$ cat config.mk
export PLATFORM = sky130hd
export DESIGN_NAME = tone_synth
export DESIGN_NICKNAME = d
export VERILOG_FILES = /design/src/rtl/tone_pkg.sv /design/src/rtl/tone_tick_gen.sv /design/src/rtl/tone_warble_timer.sv /design/src/rtl/tone_freq_sel.sv /design/src/rtl/tone_sine_lut.sv /design/src/rtl/tone_synth.sv
export SDC_FILE = /design/constraint.sdc
export NUM_CORES = 1
export LEC_CHECK = 0
export BUFFER_PORTS_ARGS = -buffer_cell sky130_fd_sc_hd__buf_4
export CAP_MARGIN = 20
export CORE_ASPECT_RATIO = 0.7
export CORE_MARGIN = 2
export CORE_UTILIZATION = 40
export CTS_CLUSTER_SIZE = 28
export DETAILED_ROUTE_END_ITERATION = 10
export SETUP_SLACK_MARGIN = 0.1
export SLEW_MARGIN = 25
export SYNTH_ARGS = -nofsm -noshare
export SYNTH_HDL_FRONTEND = slang
export SYNTH_SLANG_ARGS = --single-unit
$ cat constraint.sdc
create_clock -name clk -period 3.8 [get_ports clk]
set_clock_uncertainty 0.2 [all_clocks]
set_input_delay 0.76 -clock clk [delete_from_list [all_inputs] [get_ports clk]]
set_output_delay 0.76 -clock clk [all_outputs]
set_load 0.1 [all_outputs]
$ cat src/rtl/tone_pkg.sv
package tone_pkg;

  typedef enum logic [1:0] {
    KIND_MUTE = 2'd0,
    KIND_ONE  = 2'd1,
    KIND_TWO  = 2'd2
  } tone_kind_e;

  // Phase increment for frequency f at sample rate fs with an acc_w-bit accumulator, rounded.
  function automatic logic [31:0] tone_inc(int unsigned f_hz, int unsigned fs_hz,
                                           int unsigned acc_w);
    longint num;
    num = (longint'(f_hz) << acc_w) + longint'(fs_hz / 2);
    return 32'(num / longint'(fs_hz));
  endfunction

  // Quarter-wave magnitude at entry i of a 2**aw table, sampled at bin centres.
  // Uses a rational sine approximation evaluated in degrees.
  function automatic int unsigned quarter_mag(int unsigned i, int unsigned aw,
                                              int unsigned peak);
    longint n2, span, u, p, den, num;
    n2   = longint'(2) << aw;
    span = 180 * n2;
    u    = longint'(2 * i + 1) * 90;
    p    = u * (span - u);
    den  = longint'(40500) * n2 * n2 - p;
    num  = longint'(peak) * 4 * p;
    return int'((num + den / 2) / den);
  endfunction

  // Call-progress codes that produce a tone.
  function automatic logic progress_code_used(logic [4:0] c);
    case (c)
      5'd0, 5'd1, 5'd2, 5'd9, 5'd10, 5'd11, 5'd13, 5'd14, 5'd15, 5'd16, 5'd17,
      5'd19, 5'd20, 5'd21, 5'd22, 5'd24, 5'd26, 5'd29, 5'd31: return 1'b1;
      default: return 1'b0;
    endcase
  endfunction

endpackage

$ cat src/rtl/tone_tick_gen.sv
module tone_tick_gen #(
  parameter int DIV = 256,
  localparam int CW = $clog2(DIV)
) (
  input  logic clk,
  input  logic rst_n,
  output logic tick
);
  logic [CW-1:0] cnt_q, cnt_d;

  always_comb begin
    tick  = (cnt_q == CW'(DIV - 1));
    cnt_d = tick ? '0 : cnt_q + 1'b1;
  end

  always_ff @(posedge clk or negedge rst_n) begin
    if (!rst_n) cnt_q <= '0;
    else        cnt_q <= cnt_d;
  end
endmodule

$ cat src/rtl/tone_warble_timer.sv
module tone_warble_timer #(
  parameter int HALF = 500,
  localparam int CW = (HALF > 1) ? $clog2(HALF) : 1
) (
  input  logic clk,
  input  logic rst_n,
  input  logic clr,
  input  logic adv,
  output logic sel
);
  logic [CW-1:0] cnt_q, cnt_d;
  logic          sel_q, sel_d;
  logic          wrap;

  always_comb begin
    wrap  = (cnt_q == CW'(HALF - 1));
    cnt_d = cnt_q;
    sel_d = sel_q;
    if (clr) begin
      cnt_d = '0;
      sel_d = 1'b0;
    end else if (adv) begin
      cnt_d = wrap ? '0 : cnt_q + 1'b1;
      sel_d = wrap ? ~sel_q : sel_q;
    end
  end

  always_ff @(posedge clk or negedge rst_n) begin
    if (!rst_n) begin
      cnt_q <= '0;
      sel_q <= 1'b0;
    end else begin
      cnt_q <= cnt_d;
      sel_q <= sel_d;
    end
  end

  assign sel = sel_q;
endmodule

$ cat src/rtl/tone_freq_sel.sv
module tone_freq_sel
  import tone_pkg::*;
#(
  parameter int FS_HZ = 8000,
  parameter int ACC_W = 16
) (
  input  logic             dtmf_mode,
  input  logic [4:0]       code,
  input  logic             warble_sel,
  output logic [ACC_W-1:0] inc_hi,
  output logic [ACC_W-1:0] inc_lo,
  output tone_kind_e       kind
);
  function automatic logic [ACC_W-1:0] inc(int unsigned f);
    return ACC_W'(tone_inc(f, FS_HZ, ACC_W));
  endfunction

  always_comb begin
    inc_hi = '0;
    inc_lo = '0;
    kind   = KIND_MUTE;
    if (dtmf_mode) begin
      kind = KIND_TWO;
      case (code[3:2])
        2'd0:    inc_lo = inc(697);
        2'd1:    inc_lo = inc(770);
        2'd2:    inc_lo = inc(852);
        default: inc_lo = inc(941);
      endcase
      case (code[1:0])
        2'd0:    inc_hi = inc(1209);
        2'd1:    inc_hi = inc(1336);
        2'd2:    inc_hi = inc(1477);
        default: inc_hi = inc(1633);
      endcase
    end else begin
      kind = KIND_ONE;
      case (code)
        5'd0:    inc_hi = warble_sel ? inc(2500) : inc(2730);
        5'd1:    inc_hi = warble_sel ? inc(2667) : inc(2000);
        5'd2:    inc_hi = warble_sel ? inc(1333) : inc(1000);
        5'd9:    inc_hi = inc(400);
        5'd10:   inc_hi = inc(440);
        5'd11:   inc_hi = inc(480);
        5'd13:   inc_hi = inc(667);
        5'd14:   inc_hi = inc(800);
        5'd15:   inc_hi = inc(1000);
        5'd16:   inc_hi = inc(1200);
        5'd17:   inc_hi = inc(1300);
        5'd19:   inc_hi = inc(1477);
        5'd20:   inc_hi = inc(1633);
        5'd21:   inc_hi = inc(2000);
        5'd22:   inc_hi = inc(2100);
        5'd24:   inc_hi = inc(2400);
        5'd26:   inc_hi = inc(2500);
        5'd29:   inc_hi = inc(2700);
        5'd31:   inc_hi = inc(3000);
        default: kind   = KIND_MUTE;
      endcase
    end
  end
endmodule

$ cat src/rtl/tone_sine_lut.sv
module tone_sine_lut
  import tone_pkg::*;
#(
  parameter int LUT_AW = 6,
  parameter int MAG_W  = 12,
  localparam int DEPTH = 1 << LUT_AW,
  localparam int PEAK  = (1 << MAG_W) - 1
) (
  input  logic [LUT_AW+1:0]       phase_top,
  output logic signed [MAG_W:0]   wave
);
  logic [MAG_W-1:0]  rom [DEPTH];
  logic [1:0]        quad;
  logic [LUT_AW-1:0] idx, addr;
  logic [MAG_W-1:0]  mag;

  for (genvar g = 0; g < DEPTH; g++) begin : g_rom
    assign rom[g] = MAG_W'(quarter_mag(g, LUT_AW, PEAK));
  end

  always_comb begin
    quad = phase_top[LUT_AW+1:LUT_AW];
    idx  = phase_top[LUT_AW-1:0];
    addr = quad[0] ? ~idx : idx;
    mag  = rom[addr];
    wave = quad[1] ? -$signed({1'b0, mag}) : $signed({1'b0, mag});
  end
endmodule

$ cat src/rtl/tone_synth.sv
module tone_synth
  import tone_pkg::*;
#(
  parameter int CLK_HZ    = 2048000,
  parameter int FS_HZ     = 8000,
  parameter int WARBLE_HZ = 8,
  parameter int ACC_W     = 16,
  parameter int LUT_AW    = 6,
  parameter int MAG_W     = 12,
  localparam int OUT_W    = MAG_W + 2
) (
  input  logic                    clk,
  input  logic                    rst_n,
  input  logic                    gen_en,
  input  logic                    dtmf_mode,
  input  logic [4:0]              tone_code,
  output logic signed [OUT_W-1:0] sample_out,
  output logic                    sample_vld
);
  localparam int DIV  = CLK_HZ / FS_HZ;
  localparam int HALF = FS_HZ / (2 * WARBLE_HZ);
  localparam int TW   = LUT_AW + 2;
  localparam int SW   = MAG_W + 1;

  // Reset: asserted asynchronously, released on a clock edge.
  logic [1:0] rsync_q;
  logic       rst_i_n;
  always_ff @(posedge clk or negedge rst_n) begin
    if (!rst_n) rsync_q <= 2'b00;
    else        rsync_q <= {rsync_q[0], 1'b1};
  end
  assign rst_i_n = rsync_q[1];

  logic             tick;
  logic             warble_sel;
  logic [ACC_W-1:0] inc_hi, inc_lo;
  tone_kind_e       kind;

  tone_tick_gen #(.DIV(DIV)) i_tick (
    .clk(clk), .rst_n(rst_i_n), .tick(tick)
  );

  tone_warble_timer #(.HALF(HALF)) i_warble (
    .clk(clk), .rst_n(rst_i_n), .clr(!gen_en), .adv(tick), .sel(warble_sel)
  );

  tone_freq_sel #(.FS_HZ(FS_HZ), .ACC_W(ACC_W)) i_sel (
    .dtmf_mode(dtmf_mode), .code(tone_code), .warble_sel(warble_sel),
    .inc_hi(inc_hi), .inc_lo(inc_lo), .kind(kind)
  );

  // Phase accumulators
  logic [ACC_W-1:0] ph_hi_q, ph_hi_d, ph_lo_q, ph_lo_d;

  always_comb begin
    ph_hi_d = ph_hi_q;
    ph_lo_d = ph_lo_q;
    if (!gen_en) begin
      ph_hi_d = '0;
      ph_lo_d = '0;
    end else if (tick) begin
      ph_hi_d = ph_hi_q + inc_hi;
      ph_lo_d = ph_lo_q + inc_lo;
    end
  end

  always_ff @(posedge clk or negedge rst_i_n) begin
    if (!rst_i_n) begin
      ph_hi_q <= '0;
      ph_lo_q <= '0;
    end else begin
      ph_hi_q <= ph_hi_d;
      ph_lo_q <= ph_lo_d;
    end
  end

  // Sine conversion
  logic signed [SW-1:0] wave_hi, wave_lo;

  tone_sine_lut #(.LUT_AW(LUT_AW), .MAG_W(MAG_W)) i_lut_hi (
    .phase_top(ph_hi_q[ACC_W-1 -: TW]), .wave(wave_hi)
  );
  tone_sine_lut #(.LUT_AW(LUT_AW), .MAG_W(MAG_W)) i_lut_lo (
    .phase_top(ph_lo_q[ACC_W-1 -: TW]), .wave(wave_lo)
  );

  // Group weighting and mixing: low group at 13/16 of full level
  logic signed [SW-1:0]    lo_w;
  logic signed [OUT_W-1:0] mix, smp_d, smp_q;
  logic                    vld_q;

  always_comb begin
    lo_w = wave_lo - (wave_lo >>> 3) - (wave_lo >>> 4);
    case (kind)
      KIND_ONE: mix = OUT_W'(wave_hi);
      KIND_TWO: mix = OUT_W'(wave_hi) + OUT_W'(lo_w);
      default:  mix = '0;
    endcase
    smp_d = gen_en ? mix : '0;
  end

  always_ff @(posedge clk or negedge rst_i_n) begin
    if (!rst_i_n) begin
      smp_q <= '0;
      vld_q <= 1'b0;
    end else begin
      vld_q <= tick;
      if (tick) smp_q <= smp_d;
    end
  end

  assign sample_out = smp_q;
  assign sample_vld = vld_q;
endmodule

; Word level (Yosys, flattened, before mapping)
; Memory sizes are Yosys's and may differ from the RTL's.
; Cells that the tools add are included.
[word_totals]
reg_bits = 67
romBits = 1536
word_cells = 90
in_bits = 9
memories = 2
[mem_list]
columns = name, words, word_bits, rd, rd_clocked_by_memory_dff, wr, line
row1 = (no name shown), 64, 12, 1, 0, 0, tone_sine_lut.sv:25  ; mag = rom[addr];
row2 = (no name shown), 64, 12, 1, 0, 0, tone_sine_lut.sv:25
[classes]
n_addsub = 9
n_eq_ne = 28
order_cmp = 2
muxes = 31
reduce_logical = 5
n_bitwise = 5
[ops]
columns = cell, count
row1 = 16-bit one-hot mux with 19 select lines, 1
row2 = 16-bit 2-to-1 mux, 6
row3 = 12-bit 2-to-1 mux, 5
row4 = "5-bit equality test, second input constant", 10
row5 = 13-bit 2-to-1 mux, 3
row6 = 13-bit one-hot mux with 3 select lines, 1
row7 = 12-bit one-hot mux with 3 select lines, 1
row8 = 16-bit adder, 2
row9 = "5-bit by 4-bit equality test with 1-bit output, second input constant", 6
row10 = 14-bit one-hot mux with 2 select lines, 1
row11 = 9-bit 2-to-1 mux, 3
row12 = 12-bit negation with 13-bit output, 2
row13 = 19-bit OR reduction, 1
row14 = 13-bit by 13-bit adder with 14-bit output, 1
row15 = "7-bit >= comparator, second input constant", 2
row16 = 14-bit 2-to-1 mux, 1
row17 = 6-bit NOT with 7-bit output, 2
row18 = 13-bit by 10-bit subtractor with 13-bit output, 1
row19 = 13-bit by 9-bit subtractor with 13-bit output, 1
row20 = 6-bit 2-to-1 mux, 2
row21 = 6-bit NOT, 2
row22 = 11-bit 2-to-1 mux, 1
row23 = "9-bit by 1-bit adder with 9-bit output, second input constant", 1
row24 = "9-bit equality test, second input constant", 1
row25 = 14 further kinds, 23

; Depth between registers and ports, before layout
; Gate-level depths: netlist of run 1.
[logic_depth]
ltp_word = 13
depth_mapped = 37

; By module
; A second synthesis of run 1 with hierarchy kept.
[unflattened]
cells_unflattened = 1563
area_unflattened_um2 = 11971.5
[by_module_without_submodules]
columns = mod, area_per_inst_um2, seq_area_each_um2, cells_per_inst, n_inst
row1 = tone_synth, 4649.5, 1226.2, 513, 1
row2 = tone_sine_lut at i_lut_lo, 2852.7, 0.0, 415, 1
row3 = tone_sine_lut at i_lut_hi, 2728.9, 0.0, 416, 1
row4 = tone_freq_sel, 877.1, 0.0, 136, 1
row5 = tone_warble_timer, 520.5, 250.2, 54, 1
row6 = tone_tick_gen, 342.8, 200.2, 29, 1

; Worst setup path before layout of run 1
; OpenSTA, ideal clock, no wires.
[synth_path]
kind = register to register
from = register ph_lo_q[14]
to = register smp_q[11] (netlist: sample_out[11])
t_required_ns = 3.469
arrival_time_ns = 6.774
n_path_buf = 4
path_stages_with_launch = 35
setup_time_ns = 0.131
path_slack_ns = -3.304
path_cell_list = dfrtp_1 buf_4 buf_2 buf_2 xnor2_1 inv_1 ha_1 clkbuf_1 nor4bb_1 a311o_1 a211o_1 o21ai_0 or2_2 inv_1 ha_1 and4_1 a21oi_1 xnor2_1 inv_1 fa_1 ha_1 a21oi_1 o21ai_0 a21o_1 a41o_1 nor2_1 xnor2_1 ha_1 and2_1 o21ai_0 o21ai_0 o41ai_1 xnor2_1 a221oi_1 nor3_1
[synth_via]
elab_chain_cells = 12
[synth_rtl]
columns = element, line
row1 = "start, declared", tone_synth.sv:53  ; logic [ACC_W-1:0] ph_hi_q, ph_hi_d, ph_lo_q, ph_lo_d;
row2 = "start signal, assigned", tone_synth.sv:73  ; ph_lo_q <= ph_lo_d;
row3 = 6-bit 2-to-1 mux *, tone_sine_lut.sv:24  ; addr = quad[0] ? ~idx : idx;
row4 = 6-bit NOT with 7-bit output (not written as such) *, tone_sine_lut.sv:25
row5 = memory 64 x 12 bit *, n/a
row6 = 12-bit 2-to-1 mux (not written as such) * (2 in a row), tone_sine_lut.sv:25
row7 = 12-bit negation with 13-bit output, tone_sine_lut.sv:26  ; wave = quad[1] ? -$signed({1'b0, mag}) : $signed({1'b0, mag});
row8 = 13-bit 2-to-1 mux *, tone_sine_lut.sv:26
row9 = 13-bit by 10-bit subtractor with 13-bit output, tone_synth.sv:93  ; lo_w = wave_lo - (wave_lo >>> 3) - (wave_lo >>> 4);
row10 = 13-bit by 9-bit subtractor with 13-bit output *, tone_synth.sv:93
row11 = 13-bit by 13-bit adder with 14-bit output *, tone_synth.sv:96  ; KIND_TWO: mix = OUT_W'(wave_hi) + OUT_W'(lo_w);
row12 = 14-bit one-hot mux with 2 select lines *, tone_synth.sv:94  ; case (kind)
row13 = 14-bit 2-to-1 mux *, tone_synth.sv:99  ; smp_d = gen_en ? mix : '0;
row14 = "end signal, assigned", tone_synth.sv:108  ; if (tick) smp_q <= smp_d;
row15 = "end, declared", tone_synth.sv:89  ; logic signed [OUT_W-1:0] mix, smp_d, smp_q;
; Every way passes the cells marked *; elsewhere a longest branch is shown, timed or not. The select of a mux whose other input is x is not followed.
; A chain may end at the register's enable or synchronous reset.

; Final worst setup path of run 1
[layout_path]
from = register ph_lo_q[14]
to = register smp_q[10] (netlist: sample_out[10])
; Same word-level chain as after synthesis.

==> out/metrics.cfg, run 1 <==
[global_routing]
grt_pass1_vias=11500
grt_first_pass_wirelength_um=61900
grt_max_degree=56
grt_antenna_before_repair=0
grt_usage=0.289
globalRouteOverflowTotal=0

[synthesis]
synth-edff-count=0
synthesis.area_per_instance_um2=7.43
synth.cell_area_um2=10200
synthFlopType=dfrtp_1
synth.top_cells.by_area=dfrtp_1 (16%), ha_1 (12%), o21ai_0 (5.5%)
synth_warnings=0
synth_sequential_area_ratio=0.164
synth_cells=1378
syn_nets=1490
synth.ff_latch_count=67
synth_area_leader_cell=dfrtp_1
netlist-cell-type-count=85
async_reset_ff_frac=1.00
netlist.area_leader.share=0.164

[drt]
drt-total-wl_um=38600
dr.first_iter.drc_count=1269
drc=0
route.detailed.wl_per_inst_um=18.1
vias_per_cell=5.69
drtAntennaViolNets=0
dr_total_vias=12100
firstDrtPassIters=6

[setup_path]
required_ns=3.83
r2r_end=sample_out[10]
category_of_the_critical_setup_timing_path=reg2reg
reg2reg_depth=30
setup.worst_path.start=ph_lo_q[14]
cpPeakStageDelay_ns=0.48
worst_setup_end_kind=register
critPathArrivalTime_ns=6.45
critical_path_peak_fanout=5
worst_setup_path_start_kind=register
crit_end=sample_out[10]
timing.rr.start=ph_lo_q[14]
ff2ff_setup_slack_ns=-2.62
top_cell_by_count_worst_path=buf_4
crit_slowest_cell=dfrtp_2

[cells_and_area]
sequential_cell_area_um2=1680
multi_input_comb_area_um2=8840
post_layout_nonfiller_instances=2129
area_growth_syn_to_layout_pct=51.8
layout.filler_cells=2133
n_antenna_cell=0
finish.net_count=1911
drive_gt1_frac=0.398

[floorplan]
floorplan.io_pins=24
die_area_um2=26900
core_area_um2=24900
floorplan.die.height_um=138
fp.dieW_um=195
rows=48
initial_utilization=0.411

[sta]
final-hold-violation-count=0
period_needed_ns=6.42
setup_viol=20
grt_setup_unrepaired=true
tightest_slew_ns=0.643
fin_crit_sh=1.69
final_critical_path_setup_slack_ns=-2.62
final_max_slew_viol_count=0
setup_total_negative_slack_ns=-27.80
slew_headroom=0.570
achievable-frequency_mhz=156
fin_worst_hold_slack_ns=0.0492

[hold_path]
class_of_the_tightest_hold_or_removal_check=reg2async

[place]
routabilityCongestion=1.03
count_of_input_and_output_buffers=23
placedCellCount=2051
dpl.hpwl_um=29500

[power]
static-leakage-power_uw=0.00714
worst_ir_drop_vdd_v=0.000274
power.total_uw=1850
power_per_cell_area_nw_per_um2=119

[cts]
clkSinkCount=67
cts-buffers-inserted=9
cts_tree=yes
cts_buffer_depth=2
worstSkewPairLatency_ns=0.36
htree_num_levels=3
clkSlewWorstSetupHoldPaths_ns=0.07
clock-root-buffer=clkbuf_16

[status]
failing_checks=negative setup slack
status=complete, but fails checks

[job]
drv.max_cap_violation_count=0

[synth_stat cells, types with 7 or more instances]
| cell type | n |
|---|---|
| a211o_1 | 8 |
| a211oi_1 | 18 |
| a21boi_0 | 16 |
| a21o_1 | 19 |
| a21oi_1 | 81 |
| a221oi_1 | 12 |
| a22oi_1 | 18 |
| a311oi_1 | 7 |
| a31oi_1 | 13 |
| and2_1 | 33 |
| and3_1 | 8 |
| buf_1 | 8 |
| buf_2 | 23 |
| buf_4 | 8 |
| clkbuf_1 | 54 |
| dfrtp_1 | 67 |
| fa_1 | 8 |
| ha_1 | 95 |
| inv_1 | 54 |
| mux4_2 | 7 |
| nand2_1 | 137 |
| nand2b_1 | 30 |
| nand3_1 | 34 |
| nor2_1 | 121 |
| nor2b_1 | 34 |
| nor3_1 | 39 |
| o211ai_1 | 11 |
| o21a_1 | 8 |
| o21ai_0 | 112 |
| o21bai_1 | 7 |
| o221ai_1 | 11 |
| o22ai_1 | 14 |
| o311ai_0 | 7 |
| o31ai_1 | 13 |
| or2_2 | 9 |
| or3_1 | 9 |
| xnor2_1 | 48 |
| xor2_1 | 43 |
[power by group]
group / internal [µW] / switching (µW) / leakage [µW]
Clock: 460 / 389 / 0.000142
Combinational: 132 / 151 / 0.00608
Sequential: 714 / 4.93 / 0.000918
Total: 1310 / 545 / 0.00714
[cells by family (layout without fill, tap and decap cells)]
group	Yosys count	after routing	share of synthesized area
other	1	1	0.000366
flip-flops	67	67	0.164
XOR/XNOR	97	97	0.0879
multiplexers	17	17	0.0257
adder cells (fa/ha/maj)	103	103	0.132
AO/OA/AOI/OAI	443	443	0.292
AND/OR/NAND/NOR	492	492	0.233
buffers and inverters	158	584	0.0653
[critical path, delay by kind of cell, from the launching register on]
family	cells	cell delay (ns)
xor+xnor	5	0.74
buf+inv	5	0.89
fa+ha+maj	4	1.19
flops	1	0.48
compound gates	8	1.84
simple gates	8	0.95
[state kept, by name, summed over array words and instances, names as in the netlist]
| register | cells |
|---|---|
| i_warble.cnt_q | 9 |
| ph_hi_q | 16 |
| rsync_q | 2 |
| i_tick.cnt_q | 8 |
| i_warble.sel | 1 |
| sample_out | 14 |
| sample_vld | 1 |
| ph_lo_q | 16 |
[metal layers]
metal  wire length [µm]  up-vias  track usage  share of wire
met2              15500      463        0.418           0.40
met3               3950       30       0.0875           0.10
li1                   -     5850            -              -
met1              18800     5770        0.428           0.49
met5                  0        -            0              0
met4                328        0       0.0420         0.0085
[layout make-up]
type / instances / share of cell area
Clock inverter: 7 / 0.00435
Clock buffer: 9 / 0.0145
Inverter: 61 / 0.0175
Timing Repair Buffer: 507 / 0.261
Multi-Input combinational cell: 1153 / 0.569
Sequential cell: 67 / 0.108
Tap cell: 325 / 0.0262
[per-stage QoR]
step	setup WS (ns)	utilization	area [µm²]
6_report	-2.62	0.624	15500
5_1_grt	-2.96	0.624	15500
4_1_cts	-2.46	0.609	15200
3_5_place_dp	-2.76	0.560	13900
3_3_place_gp	-2.75	0.560	13900
2_1_floorplan	-2.45	-	10600
[worst min-delay path by stage]
stage / start / end / slack (ns)
after global routing: rsync_q[1] / i_warble.cnt_q[3] / 0.11
after CTS: rsync_q[1] / i_warble.cnt_q[1] / 0.07
after floorplan: rsync_q[0] / rsync_q[1] / 0.13
after detailed placement: rsync_q[1] / i_warble.cnt_q[1] / 0.07
after global placement: rsync_q[1] / i_warble.cnt_q[5] / 0.06
final: rsync_q[1] / i_warble.cnt_q[5] / 0.05
[what timing repair did]
action	CTS	global route
resized for setup	128	64
setup endpoints to repair	24	30
setup buffers	48	21
pin swaps	79	45
hold buffers	1	0
hold endpoints to repair	2	0
[cell usage in the layout (no fill, tap or decap), drive strengths merged, types with 7 or more instances in the layout]
master,instances
buf,506
a22oi,19
nor2b,34
xor2,47
a221oi,12
mux4,7
o211ai,11
a21oi,81
nand3,34
ha,95
a311oi,7
dfrtp,67
o21a,8
o221ai,11
nor3,39
clkbuf,9
a211oi,18
fa,8
nand2,137
or3,9
o41ai,7
a21o,19
inv,61
a211o,8
o21ai,112
nor2,121
nand2b,30
and3,8
o311ai,8
a21boi,16
o21bai,7
o31ai,14
o22ai,14
and2,34
a31oi,13
or2,12
xnor2,49
(Power assumes the default switching activity.)
==> run 2, diff against run 1 <==
Settings changed: SYNTH_HIERARCHICAL set to 1.
==> run 2 against run 1 <==
The run still ends with negative setup slack left. Setup slack improved by 0.089 ns. Wire length increased by 19%. Non-clock buffer count shrank 1. Worst hold slack better by 0.10 ns. Cell count is 10% higher. Critical path depth is 2 higher. Synthesized cell count is 13% higher. Combinational power fell by 7.4%. Via count increased by 14%. Sequential power hardly changed. Utilization fell by 5.3 points.
==> out/metrics.cfg, run 2 <==
[sta]
final_max_slew_viol_count=0  ; unchanged
final_critical_path_setup_slack_ns=-2.53  ; +0.0888 ns
slew_headroom=0.395  ; -0.174
tightest_slew_ns=0.907  ; +0.264 ns
fin_crit_sh=1.66  ; -0.0234
grt_setup_unrepaired=true
final-hold-violation-count=0  ; unchanged
achievable-frequency_mhz=158  ; +1.4%
setup_viol=14  ; -30%
setup_total_negative_slack_ns=-28.74  ; -0.934 ns
period_needed_ns=6.33  ; -0.0888 ns

[hold_path]
worstHoldPathCells=0
hold_path.startpoint=rsync_q[0]
whs_endpoint=rsync_q[1]
class_of_the_tightest_hold_or_removal_check=reg2reg

[cells_and_area]
finish.net_count=2087  ; +9.2%
n_antenna_cell=0  ; unchanged
commonest_cells_after_routing_fill_and_taps_aside=buf_4 (482), nor2_1 (121), a21oi_1 (106)
final_core_utilization=0.571  ; -0.0532
drive_gt1_frac=0.353  ; -0.0447
area_growth_syn_to_layout_pct=38.9
final_common_cell=buf_4
layout.filler_cells=2649  ; +24%
final_design_area_no_fill_um2=16600  ; +7.0%

[synthesis]
synth.cell_area_um2=12000  ; +17%
synth_cells=1563  ; +13%
netlist-cell-type-count=112  ; +32%
netlist.area_leader.share=0.140  ; -0.0236
commonest_cells_in_the_netlist=nor2_1 (121), a21oi_1 (117), o21ai_0 (116), nand2_1 (105), ha_1 (104)
async_reset_ff_frac=1.00  ; unchanged
synthFlopType=dfrtp_1
yosysMostFrequentCell=nor2_1
synth.ff_latch_count=67  ; unchanged
synth_warnings=6  ; +6
synth_sequential_area_ratio=0.140  ; -0.0236
synth-edff-count=0  ; unchanged
synth_area_leader_cell=dfrtp_1
synth.top_cells.by_area=dfrtp_1 (14%), ha_1 (11%), a21oi_1 (4.9%)
synthesis.area_per_instance_um2=7.66  ; +3.0%

[drt]
drc=0  ; unchanged
dr.first_iter.drc_count=1253  ; -1.3%
drtAntennaViolNets=0  ; unchanged
vias_per_cell=5.88  ; +3.4%
dr_total_vias=13800  ; +14%
firstDrtPassIters=8  ; +2
drt-total-wl_um=45900  ; +19%
route.detailed.wl_per_inst_um=19.6  ; +7.9%

[cts]
cts_buffer_depth=2  ; unchanged
clkSlewWorstSetupHoldPaths_ns=0.07  ; about the same
cts_tree=yes
clock-root-buffer=clkbuf_16
cts-buffers-inserted=9  ; unchanged
clkSinkCount=67  ; unchanged
worstSkewPairLatency_ns=0.36  ; about the same
htree_num_levels=3  ; unchanged

[power]
clock_power_share=0.498  ; +0.039
power.switching_uw=542  ; -0.42%
power_per_cell_area_nw_per_um2=118  ; -0.87%
static-leakage-power_uw=0.00747  ; +4.6%
combPwrFrac=0.134  ; -0.019
worst_ir_drop_vdd_v=0.000230  ; -16%
swShare=0.276  ; -0.0179
sequentialPowerShare=0.368  ; -0.020
internal_power_uw=1420  ; +8.7%

[floorplan]
core_area_um2=29100  ; +17%
initial_utilization=0.411  ; about the same
die_area_um2=31400  ; +16%
rows=52  ; +8.3%
fp.dieW_um=211  ; +7.9%
floorplan.die.height_um=149  ; +7.9%
floorplan.io_pins=24  ; unchanged

[setup_path]
required_ns=3.84  ; about the same
critical_path_peak_fanout=5  ; unchanged
worst_setup_path_start_kind=register
critPathArrivalTime_ns=6.37  ; -0.08 ns
reg2reg_depth=32  ; +6.7%
ff2ff_setup_slack_ns=-2.53  ; +0.09 ns
crit_slowest_cell=fa_1
timing.rr.start=ph_lo_q[14]
cpPeakStageDelay_ns=0.56  ; +0.08 ns
top_cell_by_count_worst_path=buf_4
r2r_end=sample_out[13]
worst_setup_end_kind=register
category_of_the_critical_setup_timing_path=reg2reg

[global_routing]
globalRouteOverflowTotal=0  ; unchanged
grt_pass1_vias=12800  ; +11%
grt_first_pass_wirelength_um=71900  ; +16%
grt_usage=0.290  ; +0.000518
grt_max_degree=38  ; -32%
grt_antenna_before_repair=0  ; unchanged

[status]
status=complete, but fails checks
failing_checks=negative setup slack

[job]
drv.max_cap_violation_count=0  ; unchanged

[place]
dpl.hpwl_um=35800  ; +22%
routabilityCongestion=1.01  ; -1.1%
dpl-instance-area_um2=15600  ; +12%
count_of_input_and_output_buffers=23  ; unchanged

run 2: through the flow:
stage	hold slack, ns	power [µW]	instances	setup slack (ns)
floorplan	0.131	873	1566	-2.62
global placement	0.141	963	2297	-2.42
detailed placement	0.140	968	2297	-2.66
CTS	0.156	1960	2336	-2.34
global route	0.168	2040	2345	-2.80
finish	0.153	1960	2345	-2.53
run 2: cells by family after synthesis:
group,after synthesis,synth area share
compound gates,541,0.310
xor+xnor,77,0.0563
fa+ha+maj,116,0.129
buf+inv,188,0.0882
flops,67,0.140
mux,49,0.0435
other cells,2,0.000627
simple gates,523,0.232
run 2: area by class of cell:
cell class / count / area, µm² / area share
Multi-Input combinational cell: 1311 / 9850 / 0.592
Timing Repair Buffer: 506 / 4030 / 0.243
Sequential cell: 67 / 1690 / 0.101
Tap cell: 378 / 473 / 0.0284
Inverter: 67 / 262 / 0.0157
Clock buffer: 9 / 225 / 0.0135
Clock inverter: 7 / 106 / 0.00639
run 2: power groups by stage:
stage          combinational (µW)  sequential (µW)  clock (µW)
2_1_floorplan                 136              738           0
3_3_place_gp                  226              736           0
3_5_place_dp                  231              736           0
4_1_cts                       236              723         996
5_1_grt                       287              724        1030
6_report                      262              722         978
run 2: worst max-delay path: cells and delay by family, from the launching register on:
family / cells / cell delay [ns]
adder cells (fa/ha/maj): 5 / 1.55
AND/OR/NAND/NOR: 6 / 0.79
buffers and inverters: 5 / 0.60
flip-flops: 1 / 0.50
AO/OA/AOI/OAI: 13 / 2.12
XOR/XNOR: 3 / 0.44
run 2: timing repair:
item                                    4_1_cts  5_1_grt
gates resized for setup                      40       68
hold buffers                                  1        0
cloned                                        1        0
hold endpoints to repair                      2        0
pin swaps                                    50       33
buffers inserted                             21       10
endpoints found under the setup margin       21       24
run 2: per-layer routing:
metal / up-vias / GRT usage / part of all wire
li1: 6548 / - / -
met1: 6527 / 0.446 / 0.48
met2: 680 / 0.402 / 0.40
met3: 39 / 0.0838 / 0.11
met4: 0 / 0.0384 / 0.0086
met5: - / 0 / 0
run 2: how the worst max path moves through the flow:
| stage | startpoint | end | cells past startpoint |
|---|---|---|---|
| after floorplan | ph_lo_q[14] | sample_out[12] | 33 |
| after global placement | ph_lo_q[14] | sample_out[12] | 27 |
| after detailed placement | ph_lo_q[14] | sample_out[12] | 29 |
| after CTS | ph_lo_q[14] | sample_out[12] | 31 |
| after global routing | ph_lo_q[14] | sample_out[13] | 30 |
| final | ph_lo_q[14] | sample_out[13] | 32 |
